`src/rtl/jack_route_pkg.sv`:
```
package jack_route_pkg;

    localparam int OUT_SPK = 0;
    localparam int OUT_HP  = 1;
    localparam int OUT_LO  = 2;
    localparam int N_OUTS  = 3;
    localparam int DET_HP  = 0;
    localparam int DET_LO  = 1;
    localparam int N_DETS  = 2;

    typedef logic [N_OUTS-1:0] route_mask_t;

    typedef enum logic {
        SEQ_IDLE = 1'b0,
        SEQ_HOLD = 1'b1
    } seq_state_e;

    function automatic route_mask_t pick_route(input logic hp_in, input logic lo_in);
        route_mask_t m;
        m          = '0;
        m[OUT_HP]  = hp_in;
        m[OUT_LO]  = lo_in;
        m[OUT_SPK] = ~(hp_in | lo_in);
        return m;
    endfunction

endpackage

```
`src/rtl/det_conditioner.sv`:
```
module det_conditioner #(
    parameter int DEBOUNCE_CYC = 8
) (
    input  logic clk,
    input  logic rst_n,
    input  logic raw_in,
    input  logic act_lvl,
    output logic present
);
    localparam int CW = $clog2(DEBOUNCE_CYC + 1);

    typedef struct packed {
        logic          sync1;
        logic          sync2;
        logic          level;
        logic [CW-1:0] cnt;
    } cond_t;

    cond_t r_q, r_d;

    always_comb begin
        r_d       = r_q;
        r_d.sync1 = raw_in;
        r_d.sync2 = r_q.sync1;
        if (r_q.sync2 != r_q.level) begin
            if (r_q.cnt == CW'(DEBOUNCE_CYC - 1)) begin
                r_d.level = r_q.sync2;
                r_d.cnt   = '0;
            end else begin
                r_d.cnt = r_q.cnt + 1'b1;
            end
        end else begin
            r_d.cnt = '0;
        end
    end

    always_ff @(posedge clk or negedge rst_n) begin
        if (!rst_n) r_q <= '0;
        else        r_q <= r_d;
    end

    assign present = (r_q.level == act_lvl);

    AST_DEBOUNCE_WINDOW: assert property (@(posedge clk) disable iff (!rst_n)
        (r_q.level != $past(r_q.level)) |-> ($past(r_q.cnt) == CW'(DEBOUNCE_CYC - 1)));
    AST_LEVEL_FOLLOWS_SYNC: assert property (@(posedge clk) disable iff (!rst_n)
        (r_q.level != $past(r_q.level)) |-> (r_q.level == $past(r_q.sync2)));

endmodule

```
`src/rtl/route_sequencer.sv`:
```
module route_sequencer
    import jack_route_pkg::*;
#(
    parameter int MUTE_HOLD_CYC = 4
) (
    input  logic        clk,
    input  logic        rst_n,
    input  logic        hp_present,
    input  logic        lo_present,
    output route_mask_t mask,
    output route_mask_t pins,
    output logic        busy
);
    localparam int HW = $clog2(MUTE_HOLD_CYC + 1);

    typedef struct packed {
        seq_state_e    state;
        logic [HW-1:0] cnt;
        route_mask_t   tgt;
        route_mask_t   mask;
        route_mask_t   pins;
        logic          busy;
    } seq_t;

    seq_t s_q, s_d;
    route_mask_t want;

    always_comb begin
        want = pick_route(hp_present, lo_present);
        s_d  = s_q;
        unique case (s_q.state)
            SEQ_IDLE: begin
                if (want != s_q.mask) begin
                    s_d.state = SEQ_HOLD;
                    s_d.cnt   = '0;
                    s_d.tgt   = want;
                    s_d.pins  = '0;
                    s_d.busy  = 1'b1;
                end
            end
            SEQ_HOLD: begin
                if (s_q.cnt == HW'(MUTE_HOLD_CYC - 1)) begin
                    s_d.state = SEQ_IDLE;
                    s_d.pins  = s_q.tgt;
                    s_d.mask  = s_q.tgt;
                    s_d.busy  = 1'b0;
                end else begin
                    s_d.cnt = s_q.cnt + 1'b1;
                end
            end
            default: s_d = s_q;
        endcase
    end

    always_ff @(posedge clk or negedge rst_n) begin
        if (!rst_n) begin
            s_q       <= '0;
            s_q.state <= SEQ_IDLE;
        end else begin
            s_q <= s_d;
        end
    end

    assign mask = s_q.mask;
    assign pins = s_q.pins;
    assign busy = s_q.busy;

    AST_FALLBACK_SPK: assert property (@(posedge clk) disable iff (!rst_n)
        (mask != '0) |-> (mask[OUT_SPK] == ~(mask[OUT_HP] | mask[OUT_LO])));
    AST_QUIET_WHEN_SAME: assert property (@(posedge clk) disable iff (!rst_n)
        (!busy && want == mask) |=> (!busy && $stable(pins)));
    AST_MUTE_BEFORE_UNMUTE: assert property (@(posedge clk) disable iff (!rst_n)
        (pins != $past(pins)) && ((pins & ~$past(pins)) != '0) |-> ($past(pins) == '0));
    AST_ALL_MUTED_WHILE_BUSY: assert property (@(posedge clk) disable iff (!rst_n)
        busy |-> (pins == '0));
    AST_MASK_AT_END_ONLY: assert property (@(posedge clk) disable iff (!rst_n)
        (mask != $past(mask)) |-> ($past(busy) && !busy));
    AST_PINS_MATCH_MASK: assert property (@(posedge clk) disable iff (!rst_n)
        !busy |-> (pins == mask));

endmodule

```
`src/rtl/jack_route_ctrl.sv`:
```
module jack_route_ctrl
    import jack_route_pkg::*;
#(
    parameter int DEBOUNCE_CYC  = 8,
    parameter int MUTE_HOLD_CYC = 4
) (
    input  logic       clk,
    input  logic       rst_n,
    input  logic       hp_det_raw,
    input  logic       lo_det_raw,
    input  logic       hp_act_lvl,
    input  logic       lo_act_lvl,
    output logic       spk_mute_n,
    output logic       hp_mute_n,
    output logic       lo_mute_n,
    output logic [2:0] route_mask,
    output logic       busy
);
    logic [N_DETS-1:0] raw_vec;
    logic [N_DETS-1:0] lvl_vec;
    logic [N_DETS-1:0] pres_vec;
    route_mask_t       mask_w;
    route_mask_t       pins_w;

    assign raw_vec[DET_HP] = hp_det_raw;
    assign raw_vec[DET_LO] = lo_det_raw;
    assign lvl_vec[DET_HP] = hp_act_lvl;
    assign lvl_vec[DET_LO] = lo_act_lvl;

    for (genvar g = 0; g < N_DETS; g++) begin : g_det
        det_conditioner #(.DEBOUNCE_CYC(DEBOUNCE_CYC)) u_cond (
            .clk     (clk),
            .rst_n   (rst_n),
            .raw_in  (raw_vec[g]),
            .act_lvl (lvl_vec[g]),
            .present (pres_vec[g])
        );
    end

    route_sequencer #(.MUTE_HOLD_CYC(MUTE_HOLD_CYC)) u_seq (
        .clk        (clk),
        .rst_n      (rst_n),
        .hp_present (pres_vec[DET_HP]),
        .lo_present (pres_vec[DET_LO]),
        .mask       (mask_w),
        .pins       (pins_w),
        .busy       (busy)
    );

    assign spk_mute_n = pins_w[OUT_SPK];
    assign hp_mute_n  = pins_w[OUT_HP];
    assign lo_mute_n  = pins_w[OUT_LO];
    assign route_mask = mask_w;

endmodule

```
`config.mk`:
```
export PLATFORM = sky130hd
export DESIGN_NAME = jack_route_ctrl
export DESIGN_NICKNAME = d
export VERILOG_FILES = /design/src/rtl/jack_route_pkg.sv /design/src/rtl/det_conditioner.sv /design/src/rtl/route_sequencer.sv /design/src/rtl/jack_route_ctrl.sv
export SDC_FILE = /design/constraint.sdc
export NUM_CORES = 1
export LEC_CHECK = 0
export BUFFER_PORTS_ARGS = -buffer_cell sky130_fd_sc_hd__buf_4
export CAP_MARGIN = 40
export CORE_AREA = 2 2 43 61
export DETAILED_ROUTE_END_ITERATION = 16
export DIE_AREA = 0 0 45 63
export PLACE_DENSITY = 0.79
export REMOVE_ABC_BUFFERS = 1
export SYNTH_ARGS = -nofsm -noshare
export SYNTH_HDL_FRONTEND = slang
export SYNTH_SLANG_ARGS = --single-unit
```
`constraint.sdc`:
```
create_clock -name clk -period 4.4 [get_ports clk]
set_input_delay 0.66 -clock clk [delete_from_list [all_inputs] [get_ports clk]]
set_output_delay 0.66 -clock clk [all_outputs]
set_load 0.1 [all_outputs]
```
# ---- Word level (Yosys, flattened, before mapping)
# Cells that the tools add are included.
# Widths: inputs -> output; s select.
dict set report word_totals {
  register_bits 28
  latchBits 0
  ramBits 0
  rom_bits 0
  input_bits 6
  output_inout_bits 7
  wordCells 48
  memories 0
}
dict set report classes {
  addsub 3
  mul 0
  n_div 0
  order_cmp 0
  n_eq_ne 11
  shifts 0
  n_mux 11
  bitwise 3
  n_reduce_logical 6
}
# cell n
set op_table {}
lappend op_table {{$mux 4} 6}
lappend op_table {{$pmux 4 s2} 2}
lappend op_table {{$reduce_and 2->1} 6}
lappend op_table {{$add 4x1->4 const B} 2}
lappend op_table {{$eq 4x3->1 const B} 2}
lappend op_table {{$mux 7} 1}
lappend op_table {{$ne 2x2->1 const B} 2}
lappend op_table {{$add 3x1->3 const B} 1}
lappend op_table {{$eq 3x2->1 const B} 1}
lappend op_table {{$mux 3} 1}
lappend op_table {{$ne 3x3->1} 1}
lappend op_table {{$eq 1x1->1} 2}
lappend op_table {{$ne 1x1->1} 2}
lappend op_table {{$ne 2x1->1 const B} 1}
lappend op_table {{$not 1->1} 2}
lappend op_table {{$mux 1} 1}
lappend op_table {{$or 1x1->1} 1}

# ---- Depth between registers and ports, before layout
# Gate-level depths: netlist of the first run.
dict set report depth {
  word_depth 6
  depth_mapped 6
  depth_no_buf 5
}

# ---- Modules after synthesis
# Synthesis of the first run repeated with hierarchy kept, for this count alone.
dict set report hier_totals {
  hier_cells 101
  area_unflattened_um2 1252.5
}
# module n_inst cells_each area_each_um2 seq_area_each_um2
set modules_own_cells {}
lappend modules_own_cells {route_sequencer 1 61 651.9 350.3}
lappend modules_own_cells {det_conditioner 2 20 300.3 175.2}

# ---- Worst setup path before layout of the first run
# Ideal clock, no wire load.
dict set report synth_path {
  path_type {input to register}
  start {in lo_act_lvl}
  end {reg u_seq.s_q[13] (netlist name)}
  setup_ns 0.119
  arrival_ns 1.508
  required_time_ns 4.281
  setup_slack_ns 2.773
  path_stages 4
  n_path_buf 0
  cell_sequence {xor3_2 -> nand2_2 -> o21bai_4 -> o21a_1}
}
# item line
set synth_rtl {}
lappend synth_rtl {{from (decl)} jack_route_ctrl.sv:12} ;# input logic lo_act_lvl,
lappend synth_rtl {{to (decl)} route_sequencer.sv:25} ;# seq_t s_q, s_d;

# ---- Worst setup path after layout of the first run
dict set report layout_path {
  start {reg u_seq.s_q, in the netlist u_seq.mask[0]}
  end {out route_mask[0]}
}
# item line
set layout_rtl {}
lappend layout_rtl {{to (decl)} jack_route_ctrl.sv:16} ;# output logic [2:0] route_mask,
# No word-level cell between the ends.

==> results.md, run 1 <==
* Most frequently used flop master after synthesis: dfrtp_1
* Layout cells sized above 1 at 0.200
* Worst Max-Slew Pin Slew at 492 ps
* Via count at 881
* Required @ worst endpoint at 3740 ps
* Hold WC Path Type: input pin to async pin
* WP buf/inv at 1
* R2R Path Start: u_seq.s_q[10]
* Synth Warn # at 0
* Placed Area at 1420 um2
* Status: finished clean
* Slew Viols, Final at 0
* Mapped cell area at 1330 um2
* Crit-path cells: buf_4
* Hpwl dp at 1650 um
* Worst Setup EP: route_mask[0]
* Crit. path cell count at 1
* Synth Register Bits at 28
* # resized after CTS at 0
* Relative slew slack at 0.672
* Avg Inst Size Synth at 11.6 um2
* CTS sink count at 28
* Clock tree from TritonCTS: built
* PortBufs at 12
* Synth area leaders: dfrtp_1 (53%), ha_1 (3.8%), xor3_2 (3.8%), nor2_1 (3.4%), nand2_1 (3.1%)
* GP Congestion at 0.751
* Total die area at 2840 um2
* Final setup viols at 0
* Netlist cell types at 35
* Hold Fails Final Rpt at 0
* Yosys top cell by area: dfrtp_1
* Clk slew on worst S/H paths at 140 ps
* DIE HEIGHT at 63 um
* Post-CTS Setup Bufs at 0
* Filler cells at 198
* First-pass GRT wire length at 3740 um
* Antenna cells at 0
* P&R area growth vs syn at 8.25%
* Fin crit period at 1820 ps
* Total Routed Length at 2230 um
* Period utilization at 0.414
* Die width at 45 um
* Setup crit start kind: register
* Drt initial violations at 24
* Crit path kind: register to primary output
* Worst Setup End Kind: primary output
* Fmax at 549 MHz
* Sequential area share after synthesis at 0.525
* Clk buf depth at 2
* Mapped Cells at 115
* Rows at 21
* DRC at 0
* H-tree Lvls at 1
* CTS Hold Buffers Added at 0
* Global route total overflow at 0
* CP Max Fanout at 7
* Total GRT Usage at 0.176
* Worst path slowest cell: dfrtp_1
* Core area at 2310 um2
* Final Skew at 6.99 ps
* Num CTS Buffers at 3
* # Max-Cap Violations at 0
* Setup TNS at 0 ps
* Crit path from: u_seq.mask[0]
* RR Endpoint: u_seq.s_q[12]
* Critical path arrival at 1160 ps
* Post-synth top area share at 0.525
* Vias/cell at 5.95
* Number of synthesized flops with an enable pin at 0
* Asr flop ratio synth at 1.00
* Crit path largest cell delay at 500 ps
* Hold_ws at 227 ps
* Final instance area at 1440 um2
* Initial antenna violation count at 0
* Routed Antenna Nets at 0
* Total Nets Final at 137
* Clock insertion delay at the later pin of the skew report at 320 ps
* WL/cell at 15.1 um
* Initial Utilization at 0.577
* Family with the most delay on the worst path: flip-flops
* Router iterations before antenna repair at 4
* Clk root buf: clkbuf_4
* Num ports at 13
* FF-to-FF path depth at 5
* RSZ-0062 raised after global routing: no
* Vias in the first global route at 875
* Pin count of the biggest net entering global routing at 29
* Flop-to-flop setup slack at 2650 ps
==> per-layer routing <==
layer  track usage  routed length [um]  vias up
li1              -                   -      414
met1         0.219                 944      447
met4        0.0772                  45        0
met5             0                   0        -
met3        0.0173                  55        6
met2         0.296                1180       14
==> sequential cells by signal (all words and copies together), names as in the netlist <==
| signal | flops |
|---|---|
| g_det.u_cond.r_q | 12 |
| u_seq.s_q | 7 |
| u_seq.mask | 3 |
| u_seq.pins | 3 |
| g_det.u_cond.r_d | 2 |
| u_seq.busy | 1 |
==> how the worst min path moves through the flow <==
stage                                   endpoint  slack (ps)                    from
after floorplan           g_det[0].u_cond.r_q[5]         330  g_det[0].u_cond.r_d[5]
after global placement    g_det[0].u_cond.r_q[5]         330  g_det[0].u_cond.r_d[5]
after detailed placement  g_det[1].u_cond.r_q[5]         340  g_det[1].u_cond.r_d[5]
after CTS                          u_seq.pins[0]         230                   rst_n
after global routing      g_det[1].u_cond.r_q[3]         240                   rst_n
final                               u_seq.s_q[7]         230                   rst_n
==> Yosys cell counts (3+ instances only) <==
master and count:
a21oi_1 3, dfrtp_1 28, nor2_1 12, ha_1 4, o21ai_1 3, inv_1 4, nor3_1 4, mux2i_1 4
nand2_1 11, xnor2_1 4, buf_4 3, o22ai_1 4
==> layout by cell type (no fill, tap or decap) <==
| master | n |
|---|---|
| inv_1 | 4 |
| mux2_1 | 2 |
| buf_4 | 12 |
| o22ai_1 | 4 |
| nor2_1 | 12 |
| and3b_1 | 1 |
| o31ai_4 | 1 |
| and3_1 | 1 |
| dfrtp_1 | 28 |
| o22ai_2 | 1 |
| nand2_1 | 11 |
| xor3_2 | 2 |
| a21oi_2 | 1 |
| nand2b_1 | 2 |
| o21ai_1 | 3 |
| nand2_2 | 1 |
| nor3_1 | 4 |
| a2bb2oi_2 | 1 |
| mux2_2 | 1 |
| o21ai_0 | 2 |
| a21oi_1 | 3 |
| nand3_1 | 2 |
| xor2_2 | 1 |
| o21a_1 | 1 |
| ha_1 | 4 |
| nor2b_1 | 2 |
| xnor2_1 | 4 |
| xor2_1 | 2 |
| mux2i_1 | 4 |
| clkbuf_4 | 3 |
| a221oi_1 | 2 |
| a31oi_1 | 1 |
| o21bai_4 | 1 |
| a2bb2oi_1 | 1 |
==> per-stage QoR <==
step / cells / utilization / setup slack, ps
2_1_floorplan: 110 / - / 2550
3_3_place_gp: 145 / 0.615 / 2590
3_5_place_dp: 145 / 0.615 / 2550
4_1_cts: 148 / 0.624 / 2570
5_1_grt: 148 / 0.624 / 2540
6_report: 148 / 0.624 / 2580
==> final cells by class <==
cell class	count	area (um2)	area share
clock buffers	3	22.5	0.0156
inverters	4	15.0	0.0104
multi-input cells	78	587	0.406
repair buffers	12	90.1	0.0624
well taps	23	28.8	0.0199
flip-flops and latches	28	701	0.485
==> kinds of logic (layout without fill, tap and decap cells) <==
| family | Yosys count | after routing | synth area share |
|---|---|---|---|
| compound gates | 22 | 22 | 0.136 |
| xor+xnor | 9 | 9 | 0.0891 |
| fa+ha+maj | 4 | 4 | 0.0375 |
| buf+inv | 9 | 19 | 0.0347 |
| flops | 28 | 28 | 0.525 |
| mux | 7 | 7 | 0.0553 |
| simple gates | 36 | 36 | 0.122 |
Power of run 1 is left out: the tool's default activity adds up to more than one toggle a clock period on the data nets, which glitch-free logic cannot reach.
==> run 2, diff against run 1 <==
CORE_AREA = 2 2 44 63   (was 2 2 43 61)
DIE_AREA = 0 0 46 65   (was 0 0 45 63)
PLACE_DENSITY = 0.75   (was 0.79)
clock period = 1.85 ns   (was 4.4 ns; I/O delays follow)
==> run 2 against run 1 <==
First-iteration DRC count decreased by 50%. Largest cell class unchanged. Global-route usage rose by 0.67 points. Non-clock buffer count grew 2. Utilization fell by 2.2 points. Critical endpoint is now u_seq.s_q[12]. Wire length decreased by 0.63%. Critical path type is now register to register. Cell count up 2.7%. Highest routed layer unchanged. Worst setup slack lost 2300 ps. Register-to-register slack got worse by 2300 ps. Clock skew down 3.1 ps.
==> results.md, run 2 (synthesis results as in run 1) <==
* Final worst slack at 315 ps
* Hold WC Path Type: input pin to register
* Via count at 864
* Clk buf depth at 2
* Setup crit start kind: register
* Family with the most delay on the worst path: flip-flops
* RSZ-0062 raised after global routing: no
* Clock insertion delay at the later pin of the skew report at 340 ps
* Initial Utilization at 0.538
* GP Congestion at 0.771
* Total Nets Final at 139
* CP dominant cell by count: ha_1
* Slew Viols, Final at 0
* Post-layout util at 0.603
* Clk root buf: clkbuf_4
* Router iterations before antenna repair at 4
* Clock tree from TritonCTS: built
* Rows at 22
* Antenna cells at 0
* DIE HEIGHT at 65 um
* CP Max Fanout at 7
* CTS Hold Buffers Added at 1
* Die width at 46 um
* Vias/cell at 5.68
* Most frequent cells in the layout: dfrtp_1 (28), buf_4 (13), nor2_1 (12), nand2_1 (11)
* H-tree Lvls at 1
* R2R Path Start: u_seq.s_q[10]
* Required @ worst endpoint at 2080 ps
* Total die area at 2990 um2
* Status: finished clean
* Hold Fails Final Rpt at 0
* Largest register FFs at 12
* Global route total overflow at 0
* Crit-path cells: ha_1 -> ha_1 -> nand2_1 -> a2bb2oi_1 -> o31ai_4
* Endpoint, Worst Hold: g_det[0].u_cond.r_d[5]
* Hpwl dp at 1650 um
* Hold path start: hp_det_raw
* Total Routed Length at 2220 um
* Critical path arrival at 1760 ps
* Clk slew on worst S/H paths at 140 ps
* Total GRT Usage at 0.183
* Place WS at 299 ps
* Initial antenna violation count at 0
* Filler cells at 213
* Most common cell after layout, fill and taps aside: dfrtp_1
* FF-to-FF path depth at 5
* Fmax at 652 MHz
* Core area at 2480 um2
* Final instance area at 1490 um2
* RR Endpoint: u_seq.s_q[12]
* Drt initial violations at 12
* WL/cell at 14.6 um
* Pin count of the biggest net entering global routing at 29
* Worst Hold Depth at 1
* DRC at 0
* # resized after CTS at 0
* # Max-Cap Violations at 0
* Final Skew at 3.88 ps
* Flop-to-flop setup slack at 320 ps
* Worst Max-Slew Pin Slew at 468 ps
* Fin crit period at 1530 ps
* CTS sink count at 28
* Num CTS Buffers at 3
* PortBufs at 12
* P&R area growth vs syn at 11.9%
* WP buf/inv at 0
* Largest Register: g_det.u_cond.r_q
* Top flop regs: g_det.u_cond.r_q x12, u_seq.s_q x7
* Worst Setup End Kind: register
* Crit path kind: register to register
* Num ports at 13
* Worst path slowest cell: dfrtp_1
* Routed Antenna Nets at 0
* Period utilization at 0.830
* Relative slew slack at 0.688
* Layout cells sized above 1 at 0.211
* Vias in the first global route at 888
* Post-CTS Setup Bufs at 0
* First-pass GRT wire length at 3880 um
* Placed Area at 1430 um2
* Crit path largest cell delay at 440 ps
* Final setup viols at 0
* Setup TNS at 0 ps
==> run 2: layout make-up <==
cell class,count,area (um2),share of cell area
flip-flops and latches,28,701,0.469
multi-input cells,78,587,0.393
repair buffers,14,108,0.0721
clock inverters,1,30.0,0.0201
well taps,24,30.0,0.0201
clock buffers,3,22.5,0.0151
inverters,4,15.0,0.0101
==> run 2: metal layers <==
metal	global-route usage	share of wire
met4	0.104	0.022
met1	0.205	0.40
met5	0	0
met3	0.0167	0.018
met2	0.318	0.56
==> run 2: stage by stage <==
stage / cells / hold WS (ps)
finish: 152 / 37.7
global route: 152 / 18.6
CTS: 152 / 27.7
detailed placement: 147 / 213
global placement: 147 / 209
floorplan: 110 / -18.1
==> run 2: worst reg2reg max path, stage by stage (launching register included) <==
cell and delay [ps]:
dfrtp_1 440, ha_1 220, ha_1 190, nand2_1 200, a2bb2oi_1 280, o31ai_4 100
==> run 2: worst max path at each step <==
stage                  startpoint       endpoint  slack [ps]  cells past startpoint
detailed placement  u_seq.s_q[10]  u_seq.s_q[12]         300                      5
global placement    u_seq.s_q[10]  u_seq.s_q[12]         370                      5
floorplan           u_seq.mask[2]  u_seq.s_q[13]        -0.6                      4
global route        u_seq.s_q[10]  u_seq.s_q[12]         190                      5
finish              u_seq.s_q[10]  u_seq.s_q[12]         320                      5
CTS                 u_seq.s_q[10]  u_seq.s_q[12]         300                      5
Power of run 2 is left out for the same reason.
==> run 3, diff against run 2 <==
CORE_AREA = 2 2 47 66   (was 2 2 44 63)
DIE_AREA = 0 0 49 68   (was 0 0 46 65)
PLACE_DENSITY = 0.7   (was 0.75)
clock period = 1.35 ns   (was 1.85 ns; I/O delays follow)
==> run 3 against run 2 <==
The run now ends with negative setup slack left. Utilization increased by 0.84 points. Critical path depth is 1 lower. First-iteration DRC count is 50% lower. Sequential cell count did not move. Global-route usage down 1.3 points. Worst setup slack worse by 390 ps. Fmax up 7.8%. Via count is 7.8% higher. Non-clock buffer count rose by 14. Sequential share of layout area decreased by 5.9 points. Clock-buffer cell count is the same. Critical endpoint is now u_seq.s_q[13].
==> results.md, run 3 (synthesis results as in run 1) <==
* Status: finished with violations
* Failing checks: negative setup slack
* H-tree Lvls at 1
* Clock insertion delay at the later pin of the skew report at 270 ps
* Clock share of power at 0.096
* R2R Path Start: u_seq.mask[1]
* Hold_ws at 27.3 ps
* Largest register FFs at 12
* Routed Antenna Nets at 0
* Most common cell after layout, fill and taps aside: dfrtp_1
* RR Endpoint: u_seq.s_q[13]
* Total die area at 3330 um2
* Required @ worst endpoint at 1510 ps
* WL/cell at 14.3 um
* Comb pwr share at 0.601
* Rows at 23
* Endpoint, Worst Hold: g_det[0].u_cond.r_d[5]
* DRC at 0
* Relative slew slack at 0.678
* Maximum vdd drop at 1.66 mV
* Slew Viols, Final at 0
* Crit path kind: register to register
* Flop-to-flop setup slack at -70 ps
* Layout cells sized above 1 at 0.380
* Fin crit period at 1420 ps
* Final Skew at 6.18 ps
* Num ports at 13
* RSZ-0062 raised after global routing: yes
* Clk slew on worst S/H paths at 90 ps
* Final worst slack at -74.3 ps
* Hold WC Path Type: input pin to register
* Clock tree from TritonCTS: built
* Pwr Density at 2730 nW/um2
* Setup crit start kind: register
* Vias/cell at 5.20
* Router iterations before antenna repair at 4
* Clk buf depth at 2
* Critical path arrival at 1590 ps
* Global route total overflow at 0
* Net switching power at 0.00213 W
* Total GRT Usage at 0.170
* Via count at 931
* Largest Register: g_det.u_cond.r_q
* Crit path from: u_seq.mask[1]
* Core area at 2790 um2
* CTS sink count at 28
* Pin count of the biggest net entering global routing at 29
* PortBufs at 12
* Period utilization at 1.06
* Worst Setup End Kind: register
* Num CTS Buffers at 3
* Initial Utilization at 0.478
* Hold path start: hp_det_raw
* FF-to-FF path depth at 4
* Most frequent cells in the layout: dfrtp_1 (28), buf_4 (25), nand2_1 (10), nor2_1 (9)
* Total Routed Length at 2560 um
* CP Max Fanout at 5
* Die width at 49 um
* Final setup viols at 5
* DIE HEIGHT at 68 um
* First-pass GRT wire length at 4290 um
* GP Congestion at 0.762
* P&R area growth vs syn at 27.9%
* Leak Pwr at 0.775 nW
* Top flop regs: g_det.u_cond.r_q x12, u_seq.s_q x7
* Worst Hold Depth at 1
* Clk root buf: clkbuf_8
* Switching share of power at 0.456
* Hpwl dp at 1710 um
* Drt initial violations at 6
* Cell-internal power at 0.00254 W
* Initial antenna violation count at 0
* Sequential power share at 0.303
* Fmax at 702 MHz
* Filler cells at 245
* Worst Max-Slew Pin Slew at 482 ps
* Total Nets Final at 154
* Post-layout util at 0.611
* Antenna cells at 0
* Hold Fails Final Rpt at 0
* Vias in the first global route at 972
* # Max-Cap Violations at 0
-- run 3: changes by cell type in the layout (fill, tap and decap cells not counted), sizes merged --
| cell | before | now |
|---|---|---|
| bufinv | 1 | 0 |
| o21bai | 1 | 2 |
| buf | 13 | 27 |
-- run 3: power groups by stage --
stage / Sequential (W) / Clock, W / Combinational (W)
detailed placement: 0.00142 / 0 / 0.00236
global placement: 0.00140 / 0 / 0.00232
CTS: 0.00140 / 0.000454 / 0.00255
floorplan: 0.00202 / 0 / 0.00115
global route: 0.00146 / 0.000491 / 0.00301
finish: 0.00141 / 0.000447 / 0.00280
-- run 3: area by class of cell --
type                            count  area [um2]  share of cell area
Timing Repair Buffer               28         220               0.129
Multi-Input combinational cell     79         682               0.400
Tap cell                           37        46.3              0.0271
Sequential cell                    28         701               0.411
Clock buffer                        3        41.3              0.0242
Inverter                            4        15.0             0.00880
-- run 3: how the worst max path moves through the flow --
stage                     slack, ps             to  cells past startpoint
after global routing           -100  u_seq.s_q[13]                      4
after CTS                       -50  u_seq.s_q[13]                      4
after floorplan                -500  u_seq.s_q[13]                      4
after global placement          -60  u_seq.s_q[13]                      4
after detailed placement       -100  u_seq.s_q[13]                      4
final                           -70  u_seq.s_q[13]                      4
-- run 3: repair_timing --
item	CTS	global route
gates resized for setup	8	12
endpoints found under the setup margin	12	14
pin swaps	6	1
hold buffers	1	0
hold endpoints to repair	28	0
buffers inserted	2	3
gates cloned	1	0
-- run 3: per-layer routing --
metal,up-vias,global-route usage,routed length (um)
met4,0,0.111,95
met1,458,0.202,1110
met3,9,0.0197,49
li1,449,-,-
met2,15,0.295,1300
met5,-,0,0
-- run 3: critical path, stage by stage, from the launching register on --
cell and delay [ps]:
dfrtp_1 390, xor3_2 440, nand2_4 70, o21bai_4 210
o21a_1 190
-- run 3: metrics by stage --
step | instances | setup WS (ps) | power, W | cell area (um2) | TNS (ps)
global placement | 169 | -64.1 | 0.00372 | 1510 | -324
floorplan | 110 | -501 | 0.00316 | 1300 | -5300
detailed placement | 169 | -96.2 | 0.00378 | 1510 | -618
CTS | 176 | -53.2 | 0.00441 | 1620 | -116
finish | 179 | -74.3 | 0.00466 | 1710 | -188
global route | 179 | -99.7 | 0.00496 | 1710 | -585
Note: power is estimated with default switching activity, not from simulation.
